### src/rtl/pinirq_ctrl.sv
module pinirq_ctrl #(
  parameter int NPINS = 4,
  parameter int DW    = 8
) (
  input  logic             clk,
  input  logic             rst_n,
  input  logic [NPINS-1:0] pin_in,
  input  logic             wr_en,
  input  logic [1:0]       addr,
  input  logic [DW-1:0]    wr_data,
  output logic [DW-1:0]    rd_data,
  output logic             irq,
  output logic             wake
);

  localparam logic [1:0] A_CTRL = 2'd0;
  localparam logic [1:0] A_EN   = 2'd1;
  localparam logic [1:0] A_POL  = 2'd2;
  localparam int B_MODE = 0;
  localparam int B_IE   = 1;
  localparam int B_ACK  = 2;
  localparam int B_FLAG = 3;

  logic [NPINS-1:0] en_q, pol_q, s1_q, s2_q, hist_q;
  logic mode_q, ie_q, flag_q;

  wire [NPINS-1:0] act   = s2_q ^ ~pol_q;
  wire [NPINS-1:0] rise  = act & ~hist_q & en_q;
  wire             lvl   = |(act & en_q);
  wire             set_now = (|rise) | (mode_q & lvl);
  wire             ack_wr  = wr_en && (addr == A_CTRL) && wr_data[B_ACK];
  wire             unused_wdata = ^wr_data;

  always_ff @(posedge clk or negedge rst_n)
    if (!rst_n) begin
      s1_q   <= '0;
      s2_q   <= '0;
      hist_q <= '0;
    end else begin
      s1_q   <= pin_in;
      s2_q   <= s1_q;
      hist_q <= act;
    end

  always_ff @(posedge clk or negedge rst_n)
    if (!rst_n) begin
      en_q   <= '0;
      pol_q  <= '0;
      mode_q <= 1'b0;
      ie_q   <= 1'b0;
    end else if (wr_en) begin
      case (addr)
        A_CTRL: begin
          mode_q <= wr_data[B_MODE];
          ie_q   <= wr_data[B_IE];
        end
        A_EN:    en_q  <= wr_data[NPINS-1:0];
        A_POL:   pol_q <= wr_data[NPINS-1:0];
        default: ;
      endcase
    end

  always_ff @(posedge clk or negedge rst_n)
    if (!rst_n)       flag_q <= 1'b0;
    else if (set_now) flag_q <= 1'b1;
    else if (ack_wr)  flag_q <= 1'b0;

  always_comb begin
    rd_data = '0;
    case (addr)
      A_CTRL: begin
        rd_data[B_MODE] = mode_q;
        rd_data[B_IE]   = ie_q;
        rd_data[B_FLAG] = flag_q;
      end
      A_EN:    rd_data[NPINS-1:0] = en_q;
      A_POL:   rd_data[NPINS-1:0] = pol_q;
      default: ;
    endcase
  end

  assign irq  = flag_q & ie_q;
  assign wake = |(en_q & ~(pin_in ^ pol_q));

endmodule

### config.mk
export PLATFORM = sky130hd
export DESIGN_NAME = pinirq_ctrl
export DESIGN_NICKNAME = d
export VERILOG_FILES = /design/src/rtl/pinirq_ctrl.sv
export SDC_FILE = /design/constraint.sdc
export NUM_CORES = 1
export LEC_CHECK = 0
export ABC_AREA = 1
export BUFFER_PORTS_ARGS = -buffer_cell sky130_fd_sc_hd__buf_2
export CAP_MARGIN = 20
export CORE_MARGIN = 8
export CORE_UTILIZATION = 46
export DETAILED_ROUTE_END_ITERATION = 10
export GPL_ROUTABILITY_DRIVEN = 0
export HOLD_SLACK_MARGIN = 0.15
export PLACE_DENSITY_LB_ADDON = 0.25
export SLEW_MARGIN = 40
export SYNTH_ARGS = -nofsm -noshare
export SYNTH_HDL_FRONTEND = slang
export SYNTH_SLANG_ARGS = --single-unit
### constraint.sdc
create_clock -name clk -period 0.8 [get_ports clk]
set_input_delay 0.04 -clock clk [delete_from_list [all_inputs] [get_ports clk]]
set_output_delay 0.04 -clock clk [all_outputs]
set_load 0.005 [all_outputs]
==> metrics.md <==
| Metric | Value |
|---|---|
| Worst setup EP type | `output pin` |
| Initial Util | `0.465` |
| GRT overflow | `0` |
| Worst setup path startpoint | `pol_q[2]$_DFFE_PN0P_` |
| # port buffers | `18` |
| FF-to-FF setup slack | `-0.36 ns` |
| Worst Setup Path Type | `flop to output pin` |
| Max VDD drop | `1.64 mV` |
| Fin. Hold Viols | `1` |
| P_leak | `0.792 nW` |
| Max cap viols | `0` |
| Yosys Warn Count | `0` |
| Clock Power Share | `0.205` |
| Sw Share | `0.308` |
| Worst-path fanout max | `3` |
| Min Hold Slack | `-0.157 ns` |
| Drt drc | `0` |
| PnR worst setup slack | `-0.531 ns` |
| Reg2Reg Depth | `8` |
| Slew Limit Fails | `0` |
| Required time of the critical path | `0.76 ns` |
| P_int | `1.85 mW` |
| RSZ-0062 raised after global routing | `yes` |
| Clk root buf | `clkbuf_4` |
| First-pass GRT wire length | `3980 um` |
| Htree depth | `1` |
| Die area | `4240 um^2` |
| Clock tree buffer depth | `2` |
| Gr usage total | `0.116` |
| Reg-to-reg endpoint | `flag_q$_DFFE_PN0P_` |
| Worst r2r src | `pol_q[2]$_DFFE_PN0P_` |
| Pwr dens | `1830 nW/um^2` |
| N_diodes | `0` |
| Hold depth | `1` |
| CP startpoint kind | `flop` |
| Vias | `973` |
| Post-route cell area | `1460 um^2` |
| Clk_skew | `0.0104 ns` |
| Syn_area_per_cell | `8.29 um^2` |
| Final ANT Viol Nets | `0` |
| Post-DP HPWL | `1760 um` |
| Seq/Total Area, Yosys | `0.518` |
| Core area | `2390 um^2` |
| Wirelength per Cell | `11.6 um` |
| Die width | `65.1 um` |
| Hold crit path type | `primary input to flop` |
| First-pass DRT Iterations | `4` |
| CTS tree | `built` |
| Initial antenna violation count | `0` |
| Status | `finished with violations` |
| CTS sink count | `23` |
| Power share of the combinational group | `0.262` |
| Seq pwr share | `0.534` |
| Fin crit period | `1.33 ns` |
| Clk_lat worst skew | `0.32 ns` |
| Setup crit end | `wake` |
| Power Total | `2.67 mW` |
| Share of layout cells above drive strength 1 | `0.303` |
| Total wire length | `2370 um` |
| CTS buffer count | `3` |
| CTS clk-pin slew, worst paths | `0.13 ns` |
| Area growth syn-to-layout | `31.5%` |
| Final Cycle Share | `1.66` |
| Area after DPL | `1270 um^2` |
| Die Span Y | `65.1 um` |
| Vias in the first global route | `934` |
| Vias per inst | `4.75` |
| Mapped Cells | `134` |
| F_max | `751 MHz` |
| Post-synth cell types | `20` |
| # rows | `18` |
| Final core occ | `0.612` |
| Worst path arrival time | `1.29 ns` |
| Mapped Area | `1110 um^2` |
| Psw | `0.823 mW` |
| IO Pins | `27` |
| # setup viols final | `10` |
| Synthesized flop and latch total | `23` |
| Failing checks | `negative hold slack, negative setup slack` |
| # nets final | `197` |
| Largest net degree at the start of global routing | `24` |
| Hold Buf Count CTS | `8` |
| Initial DRC count | `25` |
kinds of logic (layout without fill, tap and decap cells):
| kind of cell | count (synthesis) | after routing | synth area share |
|---|---|---|---|
| compound gates | 14 | 14 | 0.0653 |
| xor+xnor | 1 | 1 | 0.00788 |
| other cells | 1 | 4 | 0.00338 |
| flops | 23 | 23 | 0.518 |
| fa+ha+maj | 4 | 4 | 0.0450 |
| simple gates | 66 | 66 | 0.262 |
| buf+inv | 25 | 63 | 0.0980 |
critical path, stage by stage, from the launching register on:
cell and delay [ns]:
dfrtp_1 0.43, inv_2 0.06, or2_1 0.20, nand3_1 0.07, nand4_1 0.08, buf_2 0.13
sequential cells by signal (all words and copies together), names as in the netlist:
name / flops
hist_q: 4
ie_q: 1
en_q: 4
s1_q: 4
pol_q: 4
flag_q: 1
mode_q: 1
s2_q: 4
Yosys cell counts:
library cell	count	area share
a21boi_0	1	0.0068
and2_1	1	0.0056
buf_4	4	0.027
conb_1	1	0.0034
dfrtp_1	23	0.52
ha_1	4	0.045
inv_1	17	0.057
inv_2	4	0.014
nand2_1	45	0.15
nand2_2	4	0.023
nand3_1	9	0.041
nand3_2	1	0.0090
nand3b_1	1	0.0068
nand4_1	1	0.0056
nor2_1	1	0.0034
o21ai_0	12	0.054
o21ai_1	1	0.0045
or2_0	1	0.0056
or2_1	2	0.011
xnor2_1	1	0.0079
cell type report:
cell class | count | area (um^2)
repair buffers | 38 | 272
well taps | 30 | 37.5
flip-flops and latches | 23 | 577
clock inverters | 1 | 7.51
clock buffers | 3 | 22.5
multi-input cells | 89 | 467
fillers | 233 | 926
inverters | 21 | 78.8
per-stage QoR:
step | setup slack, ns | hold slack (ns) | instances | setup TNS (ns)
3_5_place_dp | -0.214 | 0.0373 | 188 | -2.36
2_1_floorplan | -0.115 | -0.256 | 137 | -0.117
5_1_grt | -0.594 | -0.170 | 205 | -3.80
6_report | -0.531 | -0.157 | 205 | -3.07
4_1_cts | -0.541 | -0.169 | 203 | -3.11
3_3_place_gp | -0.204 | 0.0350 | 188 | -2.04
power groups by stage:
stage	registers (mW)	clock network [mW]	logic, mW
after floorplan	1.41	0	0.341
after global placement	1.44	0	0.542
after detailed placement	1.45	0	0.560
after CTS	1.42	0.571	0.658
after global routing	1.44	0.596	0.800
final	1.43	0.548	0.700
metal layers:
layer,vias up,part of all wire,wire [um],global-route usage
met3,6,0.057,135,0.0408
met5,-,0,0,0
met2,22,0.50,1190,0.202
met1,460,0.43,1010,0.132
met4,0,0.013,31,0.0327
li1,485,-,-,-
placed cells by master, fill, tap and decap left out, types with 3 or more instances in the layout:
master          n
nand2_2        10
clkbuf_4        3
o21ai_0         8
buf_6           3
ha_1            4
dfrtp_1        22
conb_1          4
inv_2           4
dlygate4sd3_1   8
buf_2          18
nand3_1         7
nand2_1        39
buf_4           9
o21ai_1         4
inv_1          17
nand3_2         3
worst min-delay path by stage:
stage / from / end / slack (ns)
floorplan: rst_n / en_q[0]$_DFFE_PN0P_ / -0.26
global placement: rst_n / s2_q[1]$_DFF_PN0_ / 0.03
detailed placement: rst_n / s2_q[1]$_DFF_PN0_ / 0.04
CTS: pin_in[0] / s1_q[0]$_DFF_PN0_ / -0.17
global route: pin_in[0] / s1_q[0]$_DFF_PN0_ / -0.17
finish: pin_in[0] / s1_q[0]$_DFF_PN0_ / -0.16
what timing repair did:
action	in CTS	in global routing
endpoints found under the hold margin	37	2
setup buffers	3	3
pin swaps	0	4
gates resized for setup	11	7
endpoints found under the setup margin	12	15
No activity file was read; power rests on OpenSTA's default activity.
